==> src/rtl/lpWakeSeqPkg.sv <==
package lpWakeSeqPkg;

  typedef enum logic [1:0] {
    MODE_NORMAL = 2'b00,
    MODE_STOP   = 2'b01,
    MODE_DEEP   = 2'b10,
    MODE_SLEEP  = 2'b11
  } mode_e;

  typedef enum logic [3:0] {
    S_NORMAL,
    S_EN_SR,
    S_EN_ACK,
    S_EN_GATE,
    S_LOW,
    S_X_PWR,
    S_X_CLK,
    S_X_SR,
    S_X_ACK,
    S_X_CPU
  } state_e;

  // Strobes from the sequencing FSM to the datapath
  typedef struct packed {
    logic setBus;
    logic clrBus;
    logic setSr;
    logic clrSr;
    logic clkToOsc;
    logic clkToPll;
    logic gateDom;
    logic ungateDom;
    logic clrCpuRst;
    logic cntClr;
    logic cntEn;
    logic errClr;
    logic donePulse;
    logic rejectPulse;
  } seqStrobe_t;

endpackage

==> src/rtl/lpWakeSeqCtrl.sv <==
module lpWakeSeqCtrl
  import lpWakeSeqPkg::*;
(
  input  logic       clk,
  input  logic       rstN,
  input  logic       enterReq,
  input  logic [1:0] modeSel,
  input  logic       wakeEvent,
  input  logic       pllEnable,
  input  logic       pllLock,
  input  logic       ackAll,
  input  logic       ackNone,
  input  logic       domAllOn,
  output seqStrobe_t strobe,
  output logic [1:0] gateMode,
  output logic [1:0] curMode,
  output logic       busy
);

  state_e stateQ, stateD;
  mode_e  pendQ, pendD;
  mode_e  modeQ, modeD;

  always_comb begin
    stateD = stateQ;
    pendD  = pendQ;
    modeD  = modeQ;
    strobe = '0;
    unique case (stateQ)
      S_NORMAL: begin
        if (enterReq && modeSel != MODE_NORMAL) begin
          if (modeSel == MODE_SLEEP && !domAllOn) begin
            strobe.rejectPulse = 1'b1;
          end else begin
            pendD         = mode_e'(modeSel);
            strobe.errClr = 1'b1;
            strobe.setBus = 1'b1;
            stateD        = S_EN_SR;
          end
        end
      end
      S_EN_SR: begin
        strobe.setSr  = 1'b1;
        strobe.cntClr = 1'b1;
        stateD        = S_EN_ACK;
      end
      S_EN_ACK: begin
        if (ackAll) begin
          strobe.clkToOsc = 1'b1;
          stateD          = S_EN_GATE;
        end else begin
          strobe.cntEn = 1'b1;
        end
      end
      S_EN_GATE: begin
        strobe.gateDom = 1'b1;
        modeD          = pendQ;
        stateD         = S_LOW;
      end
      S_LOW: begin
        if (wakeEvent) begin
          strobe.ungateDom = 1'b1;
          strobe.cntClr    = 1'b1;
          stateD           = S_X_PWR;
        end
      end
      S_X_PWR: begin
        if (domAllOn) begin
          strobe.cntClr = 1'b1;
          stateD        = S_X_CLK;
        end else begin
          strobe.cntEn = 1'b1;
        end
      end
      S_X_CLK: begin
        if (!pllEnable) begin
          stateD = S_X_SR;
        end else if (pllLock) begin
          strobe.clkToPll = 1'b1;
          stateD          = S_X_SR;
        end else begin
          strobe.cntEn = 1'b1;
        end
      end
      S_X_SR: begin
        strobe.clrSr  = 1'b1;
        strobe.cntClr = 1'b1;
        stateD        = S_X_ACK;
      end
      S_X_ACK: begin
        if (ackNone) begin
          strobe.clrBus = 1'b1;
          stateD        = S_X_CPU;
        end else begin
          strobe.cntEn = 1'b1;
        end
      end
      S_X_CPU: begin
        strobe.clrCpuRst = 1'b1;
        strobe.donePulse = 1'b1;
        modeD            = MODE_NORMAL;
        stateD           = S_NORMAL;
      end
      default: stateD = S_NORMAL;
    endcase
  end

  always_ff @(posedge clk or negedge rstN) begin
    if (!rstN) begin
      stateQ <= S_NORMAL;
      pendQ  <= MODE_NORMAL;
      modeQ  <= MODE_NORMAL;
    end else begin
      stateQ <= stateD;
      pendQ  <= pendD;
      modeQ  <= modeD;
    end
  end

  assign gateMode = pendQ;
  assign curMode  = modeQ;
  assign busy     = (stateQ == S_X_PWR) || (stateQ == S_X_CLK) ||
                    (stateQ == S_X_SR)  || (stateQ == S_X_ACK) ||
                    (stateQ == S_X_CPU);

  // A refused deepest-mode request leaves the FSM in normal mode
  assert_reject_stays_R4: assert property (@(posedge clk) disable iff (!rstN)
    (stateQ == S_NORMAL && enterReq && modeSel == MODE_SLEEP && !domAllOn)
      |=> (stateQ == S_NORMAL));

  // Wake-up in normal mode starts nothing
  assert_wake_ignored_R5: assert property (@(posedge clk) disable iff (!rstN)
    (stateQ == S_NORMAL && wakeEvent && !enterReq) |=> !busy);

  // Standby mode is only reported while not in the normal state
  assert_mode_visible_R12: assert property (@(posedge clk) disable iff (!rstN)
    (stateQ == S_NORMAL) |-> (modeQ == MODE_NORMAL));

endmodule

==> src/rtl/lpWakeSeqPath.sv <==
module lpWakeSeqPath
  import lpWakeSeqPkg::*;
#(
  parameter int NUM_MEM = 2,
  parameter int NUM_DOM = 4,
  parameter int CPU_DOM = 0,
  parameter int CNT_W   = 16
) (
  input  logic               clk,
  input  logic               rstN,
  input  seqStrobe_t         strobe,
  input  logic [1:0]         gateMode,
  input  logic [NUM_MEM-1:0] memAck,
  input  logic [NUM_DOM-1:0] domainOn,
  input  logic [CNT_W-1:0]   timeoutLimit,
  output logic               clkSelPll,
  output logic [NUM_MEM-1:0] srReq,
  output logic               busDownReq,
  output logic               cpuRst,
  output logic [NUM_DOM-1:0] domPwrOff,
  output logic               done,
  output logic               rejected,
  output logic               timeoutErr,
  output logic               ackAll,
  output logic               ackNone,
  output logic               domAllOn
);

  localparam logic [CNT_W-1:0] CNT_MAX = {CNT_W{1'b1}};

  logic [CNT_W-1:0] cntQ;
  logic [CNT_W-1:0] cntNext;

  assign ackAll   = &memAck;
  assign ackNone  = ~|memAck;
  assign domAllOn = &domainOn;
  assign cntNext  = cntQ + CNT_W'(1);

  // Per-channel self-refresh request registers
  for (genvar m = 0; m < NUM_MEM; m++) begin : g_sr
    always_ff @(posedge clk or negedge rstN) begin
      if (!rstN)             srReq[m] <= 1'b0;
      else if (strobe.setSr) srReq[m] <= 1'b1;
      else if (strobe.clrSr) srReq[m] <= 1'b0;
    end
  end

  // Per-domain power-off registers; the CPU domain also goes off in deep mode
  for (genvar d = 0; d < NUM_DOM; d++) begin : g_dom
    logic offInMode;
    if (d == CPU_DOM) begin : g_cpu
      assign offInMode = (gateMode == MODE_DEEP) || (gateMode == MODE_SLEEP);
    end else begin : g_other
      assign offInMode = (gateMode == MODE_SLEEP);
    end
    always_ff @(posedge clk or negedge rstN) begin
      if (!rstN)                               domPwrOff[d] <= 1'b0;
      else if (strobe.ungateDom)               domPwrOff[d] <= 1'b0;
      else if (strobe.gateDom && offInMode)    domPwrOff[d] <= 1'b1;
    end
  end

  always_ff @(posedge clk or negedge rstN) begin
    if (!rstN) begin
      clkSelPll  <= 1'b0;
      busDownReq <= 1'b0;
      cpuRst     <= 1'b0;
      done       <= 1'b0;
      rejected   <= 1'b0;
    end else begin
      if (strobe.clkToOsc)      clkSelPll <= 1'b0;
      else if (strobe.clkToPll) clkSelPll <= 1'b1;
      if (strobe.setBus)        busDownReq <= 1'b1;
      else if (strobe.clrBus)   busDownReq <= 1'b0;
      if (strobe.gateDom && gateMode == MODE_DEEP) cpuRst <= 1'b1;
      else if (strobe.clrCpuRst)                   cpuRst <= 1'b0;
      done     <= strobe.donePulse;
      rejected <= strobe.rejectPulse;
    end
  end

  // Handshake wait counter and sticky timeout flag
  always_ff @(posedge clk or negedge rstN) begin
    if (!rstN) begin
      cntQ       <= '0;
      timeoutErr <= 1'b0;
    end else begin
      if (strobe.cntClr)                        cntQ <= '0;
      else if (strobe.cntEn && cntQ != CNT_MAX) cntQ <= cntNext;
      if (strobe.errClr)
        timeoutErr <= 1'b0;
      else if (strobe.cntEn && timeoutLimit != '0 && cntNext == timeoutLimit)
        timeoutErr <= 1'b1;
    end
  end

  assert_sr_under_bus_R2: assert property (@(posedge clk) disable iff (!rstN)
    (|srReq) |-> busDownReq);

  assert_gate_on_osc_R3: assert property (@(posedge clk) disable iff (!rstN)
    (|domPwrOff) |-> !clkSelPll);

  assert_done_single_R10: assert property (@(posedge clk) disable iff (!rstN)
    done |=> !done);

  assert_timeout_from_wait_R11: assert property (@(posedge clk) disable iff (!rstN)
    $rose(timeoutErr) |-> $past(strobe.cntEn));

  assert_bus_after_ack_R8: assert property (@(posedge clk) disable iff (!rstN)
    $fell(busDownReq) |-> $past(ackNone));

endmodule

==> src/rtl/lpWakeSeq.sv <==
module lpWakeSeq
  import lpWakeSeqPkg::*;
#(
  parameter int NUM_MEM = 2,
  parameter int NUM_DOM = 4,
  parameter int CPU_DOM = 0,
  parameter int CNT_W   = 16
) (
  input  logic               clk,
  input  logic               rstN,
  input  logic               enterReq,
  input  logic [1:0]         modeSel,
  input  logic               wakeEvent,
  input  logic               pllEnable,
  input  logic               pllLock,
  input  logic [NUM_MEM-1:0] memAck,
  input  logic [NUM_DOM-1:0] domainOn,
  input  logic [CNT_W-1:0]   timeoutLimit,
  output logic               clkSelPll,
  output logic [NUM_MEM-1:0] srReq,
  output logic               busDownReq,
  output logic               cpuRst,
  output logic [NUM_DOM-1:0] domPwrOff,
  output logic [1:0]         curMode,
  output logic               busy,
  output logic               done,
  output logic               rejected,
  output logic               timeoutErr
);

  seqStrobe_t strobe;
  logic [1:0] gateMode;
  logic       ackAll, ackNone, domAllOn;

  lpWakeSeqCtrl i_ctrl (
    .clk       (clk),
    .rstN      (rstN),
    .enterReq  (enterReq),
    .modeSel   (modeSel),
    .wakeEvent (wakeEvent),
    .pllEnable (pllEnable),
    .pllLock   (pllLock),
    .ackAll    (ackAll),
    .ackNone   (ackNone),
    .domAllOn  (domAllOn),
    .strobe    (strobe),
    .gateMode  (gateMode),
    .curMode   (curMode),
    .busy      (busy)
  );

  lpWakeSeqPath #(
    .NUM_MEM (NUM_MEM),
    .NUM_DOM (NUM_DOM),
    .CPU_DOM (CPU_DOM),
    .CNT_W   (CNT_W)
  ) i_path (
    .clk          (clk),
    .rstN         (rstN),
    .strobe       (strobe),
    .gateMode     (gateMode),
    .memAck       (memAck),
    .domainOn     (domainOn),
    .timeoutLimit (timeoutLimit),
    .clkSelPll    (clkSelPll),
    .srReq        (srReq),
    .busDownReq   (busDownReq),
    .cpuRst       (cpuRst),
    .domPwrOff    (domPwrOff),
    .done         (done),
    .rejected     (rejected),
    .timeoutErr   (timeoutErr),
    .ackAll       (ackAll),
    .ackNone      (ackNone),
    .domAllOn     (domAllOn)
  );

  assert_pll_after_lock_R7: assert property (@(posedge clk) disable iff (!rstN)
    $rose(clkSelPll) |-> $past(pllEnable && pllLock));

  assert_cpu_rst_deep_R9: assert property (@(posedge clk) disable iff (!rstN)
    cpuRst |-> (curMode == MODE_DEEP));

  assert_pwr_before_clk_R6: assert property (@(posedge clk) disable iff (!rstN)
    $rose(clkSelPll) |-> (domPwrOff == '0));

endmodule

==> config.mk <==
export PLATFORM = sky130hd
export DESIGN_NAME = lpWakeSeq
export DESIGN_NICKNAME = d
export VERILOG_FILES = /design/src/rtl/lpWakeSeqPkg.sv /design/src/rtl/lpWakeSeqCtrl.sv /design/src/rtl/lpWakeSeqPath.sv /design/src/rtl/lpWakeSeq.sv
export SDC_FILE = /design/constraint.sdc
export NUM_CORES = 1
export LEC_CHECK = 0
export BUFFER_PORTS_ARGS = -buffer_cell sky130_fd_sc_hd__buf_4
export CAP_MARGIN = 20
export CORE_AREA = 2 2 66 68
export CTS_CLUSTER_SIZE = 20
export DETAILED_ROUTE_END_ITERATION = 8
export DIE_AREA = 0 0 68 70
export MAX_ROUTING_LAYER = met4
export PLACE_DENSITY = 0.93
export SYNTH_ARGS = -nofsm -noshare
export SYNTH_HDL_FRONTEND = slang
export SYNTH_SLANG_ARGS = --single-unit
==> constraint.sdc <==
create_clock -name clk -period 5.3 [get_ports clk]
set_clock_uncertainty 0.05 [all_clocks]
set_input_delay 0.53 -clock clk [delete_from_list [all_inputs] [get_ports clk]]
set_output_delay 0.53 -clock clk [all_outputs]
set_load 0.01 [all_outputs]
Word-level counts from Yosys, hierarchy flattened

Cells that the tools add are included.

$add $sub $neg: 1
Eq/ne operators: 21
Muxes and demuxes: 53
Bitwise operators: 1
Reduce and logical (&&, ||, !) cells: 32

Operators by type and width:

| cell                                                             | count |
|---|---|
| 1-bit two-way mux                                                | 39 |
| 4-bit one-hot mux with 9 select lines                            | 1 |
| 16-bit two-way mux                                               | 2 |
| 4-bit two-way mux                                                | 8 |
| 2-bit nonzero test                                               | 10 |
| 16-bit by 1-bit adder with 16-bit output (second input constant) | 1 |
| 16-bit == test                                                   | 1 |
| 4-bit by 3-bit == test with 1-bit output (second input constant) | 4 |
| 16-bit != test (second input constant)                           | 1 |
| 16-bit nonzero test                                              | 1 |
| 4-bit by 2-bit == test with 1-bit output (second input constant) | 2 |
| 4-bit == test (second input constant)                            | 2 |
| 1-bit logical AND                                                | 8 |
| 2-bit != test (second input constant)                            | 4 |
| 7-bit AND reduction                                              | 1 |
| 2-bit == test (second input constant)                            | 3 |
| 1-bit logical OR                                                 | 5 |
| 4-bit by 1-bit == test with 1-bit output (second input constant) | 1 |
| 4-bit zero test                                                  | 1 |
| 2-bit by 1-bit != test with 1-bit output (second input constant) | 2 |
| 1-bit one-hot mux with 4 select lines                            | 1 |
| 2-bit one-hot mux with 2 select lines                            | 1 |
| 4-bit AND reduction                                              | 1 |
| 2-bit OR reduction                                               | 2 |
| other kinds (6)                                                  | 6 |

Bits in registers: 33
Bits of input ports: 30
Output and inout bits: 15
Logic and storage cells: 121

Longest topological paths before layout

Word-level depth: 7
Mapped depth: 9
Gate-level depth less buffers: 7

Cells and area by module

Synthesis repeated with hierarchy kept, for this count alone.

Cells, all modules: 253
Area total of the unflattened synthesis: 2238.4 sq um

By module, submodules not included:

| module        | instances | cells each | area each (sq um) |
|---|---|---|---|
| lpWakeSeqPath | 1         | 187        | 1637.8 |
| lpWakeSeqCtrl | 1         | 66         | 600.6 |

Worst setup path after synthesis

No wires, ideal clock.

Kind: flip-flop to flip-flop
Start: reg i_path.cntQ[0]
End: reg i_path.timeoutErr
Library setup time: 0.092 ns
Data arrival time: 1.968 ns
Setup slack: 3.190 ns
Stages on the path, launching flop included: 9
Buffers on the path: 1
Period minus slack after synthesis: 2.110 ns
Cells stage by stage: dfrtp_1 -> ha_1 -> and3_1 -> buf_4 -> nand4_4 -> or4_1 -> o211ai_1 -> nand4_1 -> o31ai_2

Cells in the longest elaborated chain, start to end: 4

Ends and longest elaborated chain:

| element                                  | RTL line            | text |
|---|---|---|
| start: declaration                       | lpWakeSeqPath.sv:31 | `logic [CNT_W-1:0] cntQ;` |
| start signal: assignment                 | lpWakeSeqPath.sv:89 | `else if (strobe.cntEn && cntQ != CNT_MAX) cntQ <= cntNext;` |
| 16-bit by 1-bit adder with 16-bit output | lpWakeSeqPath.sv:37 | `assign cntNext = cntQ + CNT_W'(1);` |
| 16-bit == test                           | lpWakeSeqPath.sv:92 | `else if (strobe.cntEn && timeoutLimit != '0 && cntNext == timeoutLimit)` |
| 1-bit logical AND                        | lpWakeSeqPath.sv:92 |  |
| 2-bit nonzero test (no source line)      | n/a                 |  |
| end signal: assignment                   | lpWakeSeqPath.sv:86 | `timeoutErr <= 1'b0;` |
| end signal: assignment                   | lpWakeSeqPath.sv:91 | `timeoutErr <= 1'b0;` |
| end signal: assignment                   | lpWakeSeqPath.sv:93 | `timeoutErr <= 1'b1;` |
| end: declaration                         | lpWakeSeqPath.sv:23 | `output logic timeoutErr,` |

Every way passes these cells.
A chain may end at the register's enable or synchronous reset.

Final worst setup path

Start: reg i_path.cntQ[0]
End: reg i_path.cntQ[3]

Cells in the longest elaborated chain, start to end: 3
Elaborated cells on any way between the ends: 6

Ends and longest elaborated chain:

| element                                                                    | RTL line |
|---|---|
| 16-bit by 1-bit adder with 16-bit output or 16-bit != test (tied branches) | lpWakeSeqPath.sv:37, lpWakeSeqPath.sv:89 |
| 16-bit two-way mux or 1-bit logical AND (tied branches)                    | lpWakeSeqPath.sv:89 |
| 16-bit two-way mux or 2-bit nonzero test (tied branches)                   | n/a |

Parallel ways exist; a longest one is shown, timed or not. The select of a mux whose other input is x is not followed.

==> impl_metrics.json <==
{
  "diodes": 0,
  "r2r_setup_slack_ns": 2.38,
  "multi_input_area_um2": 1410,
  "crit_arrival_ns": 3.05,
  "hold_buffers": 0,
  "ys_seq_elements": 33,
  "viasPerCell": 6.44,
  "grt_pass1_vias": 2053,
  "rows": 24,
  "layout-drive-gt1-share_pct": 22.6,
  "routed_wl_mm": 5.84,
  "fin_setup_tns_ns": 0,
  "first_pass_iters": 6,
  "worst_setup_path_start_kind": "register",
  "status": "complete, no violations",
  "ios": 45,
  "cts.path.max_buffers": 2,
  "cp-end-kind": "register",
  "ys_top_cells_by_area": "dfrtp_1 35%, o21ai_0 4.5%, xnor2_1 4.5%",
  "fp.dieW_um": 68,
  "vias": 2299,
  "yosys.area.top_type_share_pct": 35.3,
  "cts_buffers": 5,
  "tightest_slew_ns": 0.784,
  "grt_usage_pct": 26.6,
  "syn_nets": 300,
  "yosysTopAreaCell": "dfrtp_1",
  "slew_violations": 0,
  "r2r_end": "i_path.cntQ[3]",
  "cp_cell_sequence": "ha_1, and3_1, nand4_4, nor3_2, nor2_2, a21o_1, a22o_1",
  "leakagePower_nw": 1.16,
  "dp_hpwl_mm": 4.36,
  "place_area_um2": 2650,
  "cpMaxStageDelayCell": "nor3_2",
  "syn_area_um2": 2340,
  "ant_nets": 0,
  "netlist_instances": 269,
  "setup_viol": 0,
  "rsz0062_at_grt": "no",
  "ys.warnings.count": 0,
  "drc": 0,
  "antenna_found_initial": 0,
  "synthFlopType": "dfrtp_1",
  "cts-htree-levels": 2,
  "place.gp.congestion": 0.920,
  "hp-class": "primary input to asynchronous set/reset pin",
  "fin_crit_sh_pct": 55.0,
  "drtIter0Drc": 217,
  "insertion_delay_ns": 0.29,
  "synth.most_common_cell": "dfrtp_1",
  "fin_nets": 335,
  "nFillCells": 342,
  "io_buffer_count": 44,
  "area_growth_syn_to_layout_pct": 16.8,
  "core_um2": 4140,
  "max_freq_mhz": 343,
  "power_mw": 1.15,
  "critical-path-max-stage-delay_ns": 0.69,
  "ys_types": 60,
  "numClockSinks": 33,
  "max_cap_viol_count": 0,
  "regArea_um2": 826,
  "cts_root_buf": "clkbuf_8",
  "layout_min_cycle_time_ns": 2.92,
  "cts_tree": "done",
  "peakVddDrop_mv": 0.223,
  "initial_core_util_pct": 56.4,
  "p_per_area_nw_per_um2": 422,
  "worstPathMaxFanout": 16,
  "design_area_um2": 2730,
  "r2r_cells": 7,
  "ys_seq_area_share_pct": 35.3,
  "rr_startpoint": "i_path.cntQ[0]",
  "grt.overflow.total": 0,
  "crit_family": "simple AND/OR/NAND/NOR gates",
  "crit_buf_inv": 0,
  "die_h_um": 70,
  "timing_worst_setup_path_type": "register to register",
  "hold_viol": 0,
  "clk_pin_slew_ns": 0.06,
  "synthTopCellsByCount": "33 x dfrtp_1, 24 x nand2_1, 21 x o21ai_0, 20 x nor2_1, 15 x nor3_1",
  "synth_edf_count": 0,
  "cp.required_ns": 5.43,
  "post_cts_resized": 0,
  "slew_headroom_pct": 47.5,
  "async_reset_ff_share_pct": 100,
  "grt_pass1_wl_mm": 9.49,
  "syn_area_per_cell_um2": 8.69,
  "routedWlPerCell_um": 16.4,
  "cts_setup_buffers": 0,
  "design.die.area_um2": 4760,
  "grt_start_max_net_pins": 34
}
==> cell usage in the layout, fill, tap and decap left out, types with 4 or more instances in the layout <==
cell | synthesis | final
buf_4 | 5 | 45
dfrtp_1 | 33 | 33
nand2_1 | 24 | 24
o21ai_0 | 21 | 21
nor2_1 | 20 | 20
nor3_1 | 15 | 15
xnor2_1 | 12 | 12
a21oi_1 | 8 | 8
o21ai_1 | 8 | 8
nand4_1 | 7 | 7
nand3_1 | 7 | 7
a22o_1 | 7 | 7
nor4_1 | 7 | 7
and3_1 | 6 | 6
and4_1 | 5 | 5
clkbuf_8 | 0 | 5
nor2b_1 | 4 | 4
a21o_1 | 4 | 4
mux2i_1 | 4 | 4
mux2_2 | 4 | 4
o41ai_1 | 4 | 4
xor2_1 | 4 | 4
==> worst max-delay path by stage <==
| stage | from | to | slack (ns) | cells past startpoint |
|---|---|---|---|---|
| after floorplan | i_path.cntQ[0] | i_path.timeoutErr | 3.19 | 8 |
| after global placement | i_path.cntQ[0] | i_path.cntQ[3] | 2.55 | 7 |
| after detailed placement | i_path.cntQ[0] | i_path.cntQ[3] | 2.42 | 7 |
| after CTS | i_path.cntQ[0] | i_path.cntQ[3] | 2.41 | 7 |
| after global routing | i_path.cntQ[0] | i_path.cntQ[3] | 2.18 | 7 |
| final | i_path.cntQ[0] | i_path.cntQ[3] | 2.38 | 7 |
==> registers in the layout, summed over array words and instances, names as in the netlist, 2 cells and up <==
register / count
i_ctrl.curMode: 2
i_ctrl.stateQ: 4
i_path.cntQ: 16
i_path.domPwrOff: 2
i_ctrl.gateMode: 2
==> metrics by stage <==
stage	worst slack, ns	cells	util (%)	hold WS, ns
floorplan	3.19	269	-	0.184
global route	2.18	357	65.9	0.150
finish	2.38	357	65.9	0.122
global placement	2.55	349	63.9	0.439
detailed placement	2.42	349	63.9	0.443
CTS	2.41	357	65.9	0.132
==> cells by family after synthesis <==
group | count (synthesis) | share of synthesized area [%]
AOI/OAI and AO/OA | 73 | 21.1
xor gates and xnor gates | 16 | 5.99
DFF | 33 | 35.3
buffers and inverters | 20 | 4.44
muxes | 8 | 3.64
and+or+nand+nor | 118 | 28.9
adders and majority gates | 1 | 0.535
==> final cells by class <==
type | instances | area share, %
multi-input combinational | 216 | 51.6
tap | 52 | 2.38
timing repair buffer | 45 | 12.4
clock buffer | 6 | 2.66
sequential | 33 | 30.2
clock inverter | 2 | 0.366
inverter | 3 | 0.412
==> power by group <==
part	internal [mW]	switching (mW)
registers	0.313	0.0970
logic	0.262	0.299
clock network	0.0909	0.0914
==> routing by layer <==
| layer | up-vias | wire length, um | GRT usage [%] |
|---|---|---|---|
| met2 | 127 | 2890 | 42.6 |
| li1 | 1091 | - | - |
| met3 | 10 | 553 | 5.48 |
| met1 | 1071 | 2310 | 33.3 |
| met5 | - | 0 | - |
| met4 | 0 | 91 | 8.44 |
(Power assumes the default switching activity.)
